===== src/rtl/cfg_i2c_pkg.sv =====
package cfg_i2c_pkg;
  localparam int unsigned CFG_REGS = 16;
  localparam int unsigned CFG_DW   = 8;

  typedef enum logic [3:0] {
    ST_IDLE,
    ST_ADDR,
    ST_ADDR_ACK,
    ST_SUB,
    ST_SUB_ACK,
    ST_WR,
    ST_WR_ACK,
    ST_RD,
    ST_RD_ACK
  } bus_state_e;

  // device address compare: upper six bits fixed, lowest from the strap
  function automatic logic addr_hit(input logic [6:0] a7, input logic [5:0] hi,
                                    input logic strap);
    return a7 == {hi, strap};
  endfunction

  // index byte lies inside the map
  function automatic logic index_ok(input logic [7:0] b, input int unsigned regs);
    return int'(b) < int'(regs);
  endfunction
endpackage


===== src/rtl/cfg_i2c_linesync.sv =====
module cfg_i2c_linesync #(
  parameter int unsigned STAGES = 2
) (
  input  logic clk,
  input  logic rst_n,
  input  logic scl_in,
  input  logic sda_in,
  output logic scl_s,
  output logic sda_s,
  output logic scl_rise,
  output logic scl_fall,
  output logic start_det,
  output logic stop_det
);
  localparam int unsigned LINES = 2;

  logic [LINES-1:0] raw;
  logic [LINES-1:0] synced;
  logic [LINES-1:0] prev;

  assign raw = {scl_in, sda_in};

  for (genvar g = 0; g < LINES; g++) begin : g_line
    logic [STAGES-1:0] pipe;
    always_ff @(posedge clk or negedge rst_n) begin
      if (!rst_n) pipe <= '1;
      else        pipe <= {pipe[STAGES-2:0], raw[g]};
    end
    assign synced[g] = pipe[STAGES-1];
  end

  always_ff @(posedge clk or negedge rst_n) begin
    if (!rst_n) prev <= '1;
    else        prev <= synced;
  end

  assign scl_s     = synced[1];
  assign sda_s     = synced[0];
  assign scl_rise  = synced[1] & ~prev[1];
  assign scl_fall  = ~synced[1] & prev[1];
  assign start_det = synced[1] & prev[1] & prev[0] & ~synced[0];
  assign stop_det  = synced[1] & prev[1] & ~prev[0] & synced[0];
endmodule


===== src/rtl/cfg_i2c_regfile.sv =====
module cfg_i2c_regfile #(
  parameter int unsigned REGS = 16,
  parameter int unsigned DW   = 8,
  localparam int unsigned IDX_W = $clog2(REGS)
) (
  input  logic             clk,
  input  logic             rst_n,
  input  logic             wr_en,
  input  logic [IDX_W-1:0] wr_idx,
  input  logic [DW-1:0]    wr_data,
  input  logic [IDX_W-1:0] fa_idx,
  output logic [DW-1:0]    fa_data,
  input  logic [IDX_W-1:0] sb_idx,
  output logic [DW-1:0]    sb_data
);
  logic [DW-1:0] mem [REGS];

  always_ff @(posedge clk or negedge rst_n) begin
    if (!rst_n) begin
      for (int i = 0; i < int'(REGS); i++) mem[i] <= '0;
    end else if (wr_en) begin
      mem[wr_idx] <= wr_data;
    end
  end

  assign fa_data = mem[fa_idx];
  assign sb_data = mem[sb_idx];


  store_lands_chk: assert property (@(posedge clk) disable iff (!rst_n)
    wr_en |=> mem[$past(wr_idx)] == $past(wr_data));
endmodule


===== src/rtl/cfg_i2c_engine.sv =====
module cfg_i2c_engine
  import cfg_i2c_pkg::*;
#(
  parameter int unsigned REGS = 16,
  parameter int unsigned DW   = 8,
  parameter logic [5:0]  DEV_HI = 6'b110101,
  localparam int unsigned IDX_W = $clog2(REGS),
  localparam int unsigned PTR_W = IDX_W + 1,
  localparam int unsigned CNT_W = $clog2(DW + 1)
) (
  input  logic             clk,
  input  logic             rst_n,
  input  logic             scl_s,
  input  logic             sda_s,
  input  logic             scl_rise,
  input  logic             scl_fall,
  input  logic             start_det,
  input  logic             stop_det,
  input  logic             strap,
  output logic [IDX_W-1:0] fetch_idx,
  input  logic [DW-1:0]    fetch_data,
  output logic             wr_en,
  output logic [IDX_W-1:0] wr_idx,
  output logic [DW-1:0]    wr_data,
  output logic             sda_pull
);
  bus_state_e       state;
  logic [CNT_W-1:0] bitcnt;
  logic [DW-1:0]    rx_sh;
  logic [DW-1:0]    tx_sh;
  logic [PTR_W-1:0] ptr;
  logic             pull_q;
  logic             dir_rd;
  logic             host_ack;

  // pointer arithmetic: saturates one past the top, reads clamp to the top
  function automatic logic [PTR_W-1:0] ptr_step(input logic [PTR_W-1:0] p);
    return (p == PTR_W'(REGS)) ? p : p + PTR_W'(1);
  endfunction

  function automatic logic [IDX_W-1:0] ptr_clamp(input logic [PTR_W-1:0] p);
    return (p >= PTR_W'(REGS)) ? IDX_W'(REGS - 1) : p[IDX_W-1:0];
  endfunction

  // named internal events
  logic quiet, byte_done, byte_end, addr_take, sub_take, sub_reject;
  logic wr_take, wr_reject, rd_end, rd_next;

  assign quiet      = !start_det && !stop_det;
  assign byte_done  = (bitcnt == CNT_W'(DW));
  assign byte_end   = quiet && scl_fall && byte_done;
  assign addr_take  = byte_end && (state == ST_ADDR) && addr_hit(rx_sh[DW-1:1], DEV_HI, strap);
  assign sub_take   = byte_end && (state == ST_SUB) && index_ok(rx_sh, REGS);
  assign sub_reject = byte_end && (state == ST_SUB) && !index_ok(rx_sh, REGS);
  assign wr_take    = byte_end && (state == ST_WR) && (ptr < PTR_W'(REGS));
  assign wr_reject  = byte_end && (state == ST_WR) && !(ptr < PTR_W'(REGS));
  assign rd_end     = quiet && scl_fall && (state == ST_RD_ACK) && !host_ack;
  assign rd_next    = quiet && scl_fall && (state == ST_RD_ACK) && host_ack;

  assign fetch_idx = (state == ST_RD_ACK) ? ptr_clamp(ptr_step(ptr)) : ptr_clamp(ptr);
  assign wr_en     = wr_take;
  assign wr_idx    = ptr[IDX_W-1:0];
  assign wr_data   = rx_sh;
  assign sda_pull  = pull_q;

  always_ff @(posedge clk or negedge rst_n) begin
    if (!rst_n) begin
      state    <= ST_IDLE;
      bitcnt   <= '0;
      rx_sh    <= '0;
      tx_sh    <= '0;
      ptr      <= '0;
      pull_q   <= 1'b0;
      dir_rd   <= 1'b0;
      host_ack <= 1'b0;
    end else if (stop_det) begin
      state  <= ST_IDLE;
      pull_q <= 1'b0;
    end else if (start_det) begin
      state  <= ST_ADDR;
      bitcnt <= '0;
      pull_q <= 1'b0;
    end else begin
      unique case (state)
        ST_ADDR, ST_SUB, ST_WR: begin
          if (scl_rise && !byte_done) begin
            rx_sh  <= {rx_sh[DW-2:0], sda_s};
            bitcnt <= bitcnt + CNT_W'(1);
          end
          if (scl_fall && byte_done) begin
            bitcnt <= '0;
            if (addr_take) begin
              state  <= ST_ADDR_ACK;
              pull_q <= 1'b1;
              dir_rd <= rx_sh[0];
            end else if (sub_take) begin
              state  <= ST_SUB_ACK;
              pull_q <= 1'b1;
              ptr    <= {1'b0, rx_sh[IDX_W-1:0]};
            end else if (wr_take) begin
              state  <= ST_WR_ACK;
              pull_q <= 1'b1;
              ptr    <= ptr_step(ptr);
            end else begin
              state  <= ST_IDLE;
              pull_q <= 1'b0;
            end
          end
        end
        ST_ADDR_ACK: begin
          if (scl_fall) begin
            bitcnt <= '0;
            if (dir_rd) begin
              state  <= ST_RD;
              tx_sh  <= fetch_data;
              pull_q <= ~fetch_data[DW-1];
            end else begin
              state  <= ST_SUB;
              pull_q <= 1'b0;
            end
          end
        end
        ST_SUB_ACK, ST_WR_ACK: begin
          if (scl_fall) begin
            state  <= ST_WR;
            bitcnt <= '0;
            pull_q <= 1'b0;
          end
        end
        ST_RD: begin
          if (scl_rise) bitcnt <= bitcnt + CNT_W'(1);
          if (scl_fall) begin
            if (byte_done) begin
              state  <= ST_RD_ACK;
              pull_q <= 1'b0;
            end else begin
              tx_sh  <= {tx_sh[DW-2:0], 1'b0};
              pull_q <= ~tx_sh[DW-2];
            end
          end
        end
        ST_RD_ACK: begin
          if (scl_rise) host_ack <= ~sda_s;
          if (rd_next) begin
            state  <= ST_RD;
            bitcnt <= '0;
            ptr    <= ptr_step(ptr);
            tx_sh  <= fetch_data;
            pull_q <= ~fetch_data[DW-1];
          end else if (rd_end) begin
            state  <= ST_IDLE;
            pull_q <= 1'b0;
          end
        end
        default: begin
          state  <= ST_IDLE;
          pull_q <= 1'b0;
        end
      endcase
    end
  end


  pull_scl_low_chk: assert property (@(posedge clk) disable iff (!rst_n)
    !$stable(pull_q) |-> !scl_s);


  stop_to_idle_chk: assert property (@(posedge clk) disable iff (!rst_n)
    stop_det |=> (state == ST_IDLE) && !sda_pull);


  start_to_addr_chk: assert property (@(posedge clk) disable iff (!rst_n)
    (start_det && !stop_det) |=> (state == ST_ADDR));


  bad_index_chk: assert property (@(posedge clk) disable iff (!rst_n)
    sub_reject |=> (state == ST_IDLE) && !sda_pull);


  overrun_chk: assert property (@(posedge clk) disable iff (!rst_n)
    wr_reject |=> (state == ST_IDLE) && !sda_pull && $stable(ptr));


  host_nack_chk: assert property (@(posedge clk) disable iff (!rst_n)
    rd_end |=> (state == ST_IDLE) && !sda_pull);
endmodule


===== src/rtl/cfg_i2c_target.sv =====
module cfg_i2c_target
  import cfg_i2c_pkg::*;
#(
  parameter int unsigned REGS   = CFG_REGS,
  parameter int unsigned DW     = CFG_DW,
  parameter int unsigned STAGES = 2,
  parameter logic [5:0]  DEV_HI = 6'b110101,
  localparam int unsigned IDX_W = $clog2(REGS)
) (
  input  logic             clk,
  input  logic             rst_n,
  input  logic             scl_in,
  input  logic             sda_in,
  input  logic             addr_strap,
  output logic             sda_pull,
  input  logic [IDX_W-1:0] rd_idx,
  output logic [DW-1:0]    rd_data
);
  logic scl_s, sda_s, scl_rise, scl_fall, start_det, stop_det;
  logic             wr_en;
  logic [IDX_W-1:0] wr_idx, fetch_idx;
  logic [DW-1:0]    wr_data, fetch_data;

  cfg_i2c_linesync #(.STAGES(STAGES)) u_sync (
    .clk(clk), .rst_n(rst_n), .scl_in(scl_in), .sda_in(sda_in),
    .scl_s(scl_s), .sda_s(sda_s), .scl_rise(scl_rise), .scl_fall(scl_fall),
    .start_det(start_det), .stop_det(stop_det)
  );

  cfg_i2c_engine #(.REGS(REGS), .DW(DW), .DEV_HI(DEV_HI)) u_engine (
    .clk(clk), .rst_n(rst_n), .scl_s(scl_s), .sda_s(sda_s),
    .scl_rise(scl_rise), .scl_fall(scl_fall),
    .start_det(start_det), .stop_det(stop_det), .strap(addr_strap),
    .fetch_idx(fetch_idx), .fetch_data(fetch_data),
    .wr_en(wr_en), .wr_idx(wr_idx), .wr_data(wr_data), .sda_pull(sda_pull)
  );

  cfg_i2c_regfile #(.REGS(REGS), .DW(DW)) u_regs (
    .clk(clk), .rst_n(rst_n), .wr_en(wr_en), .wr_idx(wr_idx), .wr_data(wr_data),
    .fa_idx(fetch_idx), .fa_data(fetch_data), .sb_idx(rd_idx), .sb_data(rd_data)
  );
endmodule


===== config.mk =====
export PLATFORM = sky130hd
export DESIGN_NAME = cfg_i2c_target
export DESIGN_NICKNAME = d
export VERILOG_FILES = /design/src/rtl/cfg_i2c_pkg.sv /design/src/rtl/cfg_i2c_linesync.sv /design/src/rtl/cfg_i2c_regfile.sv /design/src/rtl/cfg_i2c_engine.sv /design/src/rtl/cfg_i2c_target.sv
export SDC_FILE = /design/constraint.sdc
export NUM_CORES = 1
export LEC_CHECK = 0
export CORE_MARGIN = 2
export CORE_UTILIZATION = 45
export CTS_BUF_LIST = sky130_fd_sc_hd__clkbuf_2 sky130_fd_sc_hd__clkbuf_4 sky130_fd_sc_hd__clkbuf_8
export CTS_CLUSTER_SIZE = 30
export DETAILED_ROUTE_END_ITERATION = 10
export SYNTH_ARGS = -nofsm -noshare
export SYNTH_HDL_FRONTEND = slang
export SYNTH_HIERARCHICAL = 1
export SYNTH_SLANG_ARGS = --single-unit

===== constraint.sdc =====
create_clock -name clk -period 7.63 [get_ports clk]
set_clock_uncertainty 0.05 [all_clocks]
set_input_delay 1.1445 -clock clk [delete_from_list [all_inputs] [get_ports clk]]
set_output_delay 1.1445 -clock clk [all_outputs]
set_load 0.05 [all_outputs]

==> Yosys cells after proc, flatten, opt, wreduce, memory -nomap -nowiden <==
Index checks and enable logic that the tools add are counted.
{ "totals": {"ff_bits": 165, "inputBits": 9, "output_inout_bits": 9, "word_cells": 177} }
{ "op_classes": {"n_addsub": 2, "order_cmp": 8, "eq_ne": 29, "muxes": 60, "bitwise": 18, "n_reduce_logical": 33} }
{ "op_table": {"columns": ["operator", "count"], "rows": [
  ["128-bit bitwise mux", 1],
  ["4-bit two-way mux", 20],
  ["8-bit binary-select mux with 4-bit select", 2],
  ["8-bit two-way mux", 5],
  ["7-bit two-way mux", 5],
  ["8-bit demux with 4-bit select", 1],
  ["5-bit two-way mux", 6],
  ["5-bit >= comparator, second input constant", 5],
  ["4-bit by 1-bit inequality test with 1-bit output, second input constant", 6],
  ["7-bit case mux with 3 select lines", 1],
  ["4-bit case mux with 5 select lines", 1],
  ["4-bit by 3-bit == test with 1-bit output, second input constant", 4],
  ["4-bit case mux with 4 select lines", 1],
  ["1-bit logical AND", 15],
  ["4-bit NOT with 5-bit output", 3],
  ["1-bit two-way mux", 13],
  ["3-bit by 1-bit inequality test with 1-bit output, second input constant", 4],
  ["6-bit AND reduction", 2],
  ["2-bit by 1-bit inequality test with 1-bit output, second input constant", 5],
  ["5-bit case mux with 2 select lines", 1],
  ["5-bit AND reduction", 2],
  ["4-bit by 2-bit == test with 1-bit output, second input constant", 2],
  ["4-bit == test, second input constant", 2],
  ["8-bit by 5-bit less-than comparator with 1-bit output, second input constant", 1],
  ["other kinds (22)", 42]
]} }

==> Logic depth before layout (Yosys ltp) <==
{ "depth": {"word_depth": 16, "mapped_depth": 14, "depth_no_buf": 12} }

==> By module <==
The synthesis kept the hierarchy.
{ "modules_own_cells": {"columns": ["module", "n_inst", "cells_per_inst", "area_per_inst_um2", "seq_area_each_um2"], "rows": [
  ["cfg_i2c_regfile", 1, 435, 6851.6, 3203.1],
  ["cfg_i2c_engine", 1, 256, 2215.9, 775.7],
  ["cfg_i2c_linesync", 1, 10, 190.2, 157.7]
]} }

==> Least setup slack after synthesis <==
Ideal clock, no wire load.
{ "synth_timing": {"path_kind": "input to output", "from": "input rd_idx[0]", "to": "output rd_data[1]", "t_arrival_ps": 2591, "required_ps": 6435, "path_slack_ps": 3845, "path_stages": 5, "path_buffers": 2, "cell_sequence": "buf_2 -> buf_2 -> mux4_2 -> a22oi_1 -> nand2_1"} }
{ "synth_between": {"elab_chain_cells": 4} }
{ "synth_lines": {"columns": ["element", "line", "rtl"], "rows": [
  ["from (decl)", "cfg_i2c_target.sv:16", "input logic [IDX_W-1:0] rd_idx,"],
  ["4-bit NOT with 5-bit output (implied by the code)", "cfg_i2c_regfile.sv:27", "assign sb_data = mem[sb_idx];"],
  ["8-bit binary-select mux with 4-bit select", "cfg_i2c_regfile.sv:27", null],
  ["8-bit two-way mux (implied by the code) (2 in a row)", "cfg_i2c_regfile.sv:27", null],
  ["to (decl)", "cfg_i2c_target.sv:17", "output logic [DW-1:0] rd_data"]
]} }
No other way between the ends. The select of a mux whose other input is x is not followed.

==> Worst setup path after layout <==
{ "layout_timing": {"from": "input rd_idx[3]", "to": "output rd_data[1]"} }
Same word-level chain as after synthesis.

==> impl.org <==
** Critical path
- For the worst setup path, the data required time is 6440 ps.
- STA puts the critical path data arrival time at 3690 ps.
- The number of buffers and inverters on the critical path is 2.
- The critical path crosses 5 cells after its start point.
- Class of the most critical setup path :: primary input to output pin
- For this design, the slowest cell found on the critical path is nor2b_1.
- The largest single stage delay on the critical path is 840 ps.
- Category of the worst setup path capture point :: output pin
- By instance count, the cell type seen most on the critical path is clkdlybuf4s50_1.
- In this run the worst path has a maximum fanout of 8.
- Type of element launching the critical path :: primary input
- Crit path max-delay family :: buffers and inverters
- Counting cells, the worst reg-to-reg path comes to 6.
- Traced cell by cell, the critical path runs through clkdlybuf4s50_1, nor2b_1, a22oi_1, nand2_1, clkdlybuf4s50_1.

** STA
- In the final timing run, aggregate negative setup slack is 0 ps.
- Derived from the worst setup path, the maximum achievable clock frequency is 205 MHz.
- The final number of hold-violating endpoints is 0.
- Transition time at the pin with the least slew margin :: 1210 ps
- Max transition margin :: 0.190
- Setup-violating endpoint count in the final report :: 0
- Crit share post-route :: 0.640
- The routed design could run at a clock period as short as 4880 ps.
- Setup repair after global routing missed its margin :: no
- The number of max-slew violations in the final report came to 0.
- On the final layout, the worst hold slack is 310 ps.

** Global routing
- Pin count of the biggest net entering global routing :: 106
- Aggregate global-route resource usage :: 0.231
- The number of antenna violations at the first check in global routing was 0.
- Global routing finished with a remaining overflow of 0.
- The number of global-route vias before repair was 6377.
- First-pass GRT wire length :: 37.7 mm

** Hold path
- Along the worst hold path, the cell count comes to 0.
- The worst hold path belongs to the class register to register.

** Run
- Across the run, the number of max-cap violations was 0.

** Drt
- After the first detailed-routing iteration, the DRC count stood at 431.
- Wire segments on met2 add up to 11.6 mm in the final route.
- Topmost layer with routed signal wires :: met4
- DR vias :: 6120
- The routed design uses 1.38 mm of met3 wire.
- Post-DR vias/cell :: 6.30
- The first detailed-routing pass ran for 5 iterations.
- For this block, the routed nets add up to 23.7 mm of wire.
- In the final routing, the length of wire on met1 measures 10.3 mm.
- Final routed DRC violation total :: 0
- WL per Instance :: 24.4 um
- The detail route stage leaves a number of antenna-violating nets equal to 0.

** Synth
- The synthesized design contains 165 register bits.
- The netlist uses 66 different library cells.
- In the synthesized netlist the dominant register cell turns out to be dfrtp_1.
- In this run, synthesis inferred 0 flip-flops with an integrated enable.
- Synthesized-area fraction occupied by and/or/nand/nor cells :: 0.102
- Share of cell area taken by muxes after synthesis :: 0.333
- Counting flops with an async set or reset pin after synthesis yields a share of 1.00.
- Post-synthesis cell type with the largest combined area :: dfrtp_1
- Yosys synthesis warning count :: 6
- By area the synthesized netlist is led by dfrtp_1 43%, mux2_2 16%, mux4_2 16%.
- The area fraction in compound gates after synthesis came to 0.0750.
- Post-Syn Instances :: 701
- Leading post-synthesis cells by instance count :: 159 x dfrtp_1, 130 x mux2_2, 64 x mux4_2
- Synth Cell Area :: 0.00926 mm2
- Average footprint of a synthesized cell :: 13.2 um2
- Yosys top cell area share :: 0.430
- Of the total synthesized cell area, the portion taken by full adders, half adders and majority gates is 0.00541.
- For this run, the register share of the synthesized area comes to 0.447.
- Counting every net in the synthesized netlist gives 714.
- Dominant combinational cell family by area after synthesis :: multiplexers
- Of the total synthesized cell area, the portion taken by XOR and XNOR cells is 0.00189.
- Yosys instantiated no cell more often than dfrtp_1.

** Clock tree
- CTS tree :: built
- Clock latency on the worst-skew pair, taken at its later pin, is 480 ps.
- Post CTS Setup Buffer Count :: 0
- The H-tree was split into 4 levels.
- Clock-pin slew was measured on the worst setup and hold paths at 90 ps.
- Clock Tree Root :: clkbuf_8
- After clock tree synthesis, the repair step resized 0 gates.
- After clock tree synthesis, the flow added hold-fix buffers numbering 0.
- Buffers from clock root to sink, at most :: 2
- The clock net in this run drives a total of 165 sinks.
- TritonCTS Buffers :: 17

** Place
- Routability-driven placement finished with a final weighted congestion of 0.825.
- Once detailed placement completed, the half-perimeter wirelength came to 15.0 mm.
- Number of port buffers :: 17

** Final layout
- The repair_antennas step left the layout with diodes totalling 0.
- From synthesis to final layout, the design area changed by 7.54%.
- Fill cells in the final layout number 1743.
- Post-layout nets :: 703
- At the end of the flow the core is filled with cells to 0.492.
- Layout cell share with drive strength beyond 1 :: 0.393

** Floorplan
- The floorplan has 52 rows.
- In this run the horizontal extent of the chip is 147 um.
- Y dimension of the die :: 147 um
- The die covers 0.0217 mm2.
- Ports :: 18
- The total area inside the core boundary comes to 0.0202 mm2.
- Initial core utilization :: 0.458

** Power and ir drop
- Maximum resistive drop on vdd :: 0.103 mV
- Of the total power, the clock network draws 0.398.
- Power density relative to cell area :: 167 mW/mm2
- In this run the power spent charging and discharging nets is 438 uW.
- Part of the power in registers :: 0.551
- Internal :: 1220 uW
- Comb pwr share :: 0.051
- For this design the static power due to leakage is 0.00438 uW.
- Of the total power, the share spent switching nets is 0.264.

** Status
- The run finished with clean final reports.
## per-stage QoR
stage	power (uW)	cell area [um2]	setup slack [ps]	instances
3_5_place_dp	1020	9550	2770	941
3_3_place_gp	1010	9550	2790	941
4_1_cts	1680	9960	2770	972
5_1_grt	1730	9960	2680	972
2_1_floorplan	971	9260	3850	701
6_report	1660	9960	2750	972
## power by group through the flow
stage	sequential [uW]	clock, uW	combinational (uW)
global route	917	718	95.6
global placement	929	0	83.7
floorplan	915	0	56.4
finish	914	661	84.0
detailed placement	931	0	86.1
CTS	914	681	86.0
## registers in the layout, indices dropped and copies added, names as in the netlist
name,flops
u_sync/g_line.pipe,4
u_engine/bitcnt,4
u_engine/ptr,5
u_sync/prev,2
u_engine/sda_pull,1
u_engine/tx_sh,7
u_regs/mem,128
u_engine/state,4
u_engine/dir_rd,1
u_engine/host_ack,1
u_engine/wr_data,8
## cells by family (layout without fill, tap and decap cells)
kind of cell / Yosys count / in the layout
xor+xnor: 2 / 2
simple gates: 154 / 154
compound gates: 102 / 102
flops: 165 / 165
fa+ha+maj: 4 / 4
buf+inv: 66 / 67
mux: 208 / 208
## path summary, 6_finish.rpt
path / startpoint / slack, ps / endpoint
hold reg to reg: u_sync/g_line[0].pipe[0] / 310 / u_sync/g_line[0].pipe[1]
min in group asynchronous: rst_n / 730 / u_engine/bitcnt[3]
hold / removal: u_sync/g_line[0].pipe[0] / 310 / u_sync/g_line[0].pipe[1]
setup reg to reg: u_sync/prev[1] / 3510 / u_regs/mem[104]
setup / recovery: rd_idx[3] / 2750 / rd_data[1]
max in group asynchronous: rst_n / 5390 / u_regs/mem[13]
## worst register-to-register path, stage by stage, from the launching register on
cell,delay [ps]
dfstp_2,550
nor2b_1,610
nand4bb_1,280
nor3_1,780
nand2_1,450
nor4_4,860
mux2_2,420
## layout by cell type (no fill, tap or decap), drive strengths merged, types with 3 or more instances in the layout
cell | Yosys | final
ha | 4 | 4
a311o | 4 | 4
nand3 | 12 | 12
nand2b | 7 | 7
inv | 11 | 17
and4b | 3 | 3
mux4 | 64 | 64
a22oi | 34 | 34
a21oi | 21 | 21
buf | 34 | 10
clkbuf | 21 | 18
o21ai | 19 | 19
clkinv | 0 | 3
o31ai | 6 | 6
nor3 | 12 | 12
mux2i | 6 | 6
a31oi | 5 | 5
mux2 | 138 | 138
dfstp | 6 | 6
nand3b | 4 | 4
nand2 | 40 | 40
and2 | 4 | 4
nor2 | 33 | 33
clkdlybuf4s50 | 0 | 15
nor2b | 8 | 8
or3 | 4 | 4
dfrtp | 159 | 159
nor4 | 7 | 7
## area by class of cell
type	instances	area, um2	area share
clock inverter	13	166	0.0167
timing repair buffer	25	226	0.0227
inverter	11	41.3	0.00415
clock buffer	18	241	0.0243
sequential	165	4140	0.415
tap	270	338	0.0339
multi-input combinational	470	4810	0.483
## metal layers
| layer | GRT usage | vias to the layer above |
|---|---|---|
| met5 | 0 | - |
| met4 | 0.0721 | 0 |
| met3 | 0.0404 | 34 |
| met2 | 0.366 | 209 |
| met1 | 0.328 | 3225 |
| li1 | - | 2652 |
(Power assumes the default switching activity.)
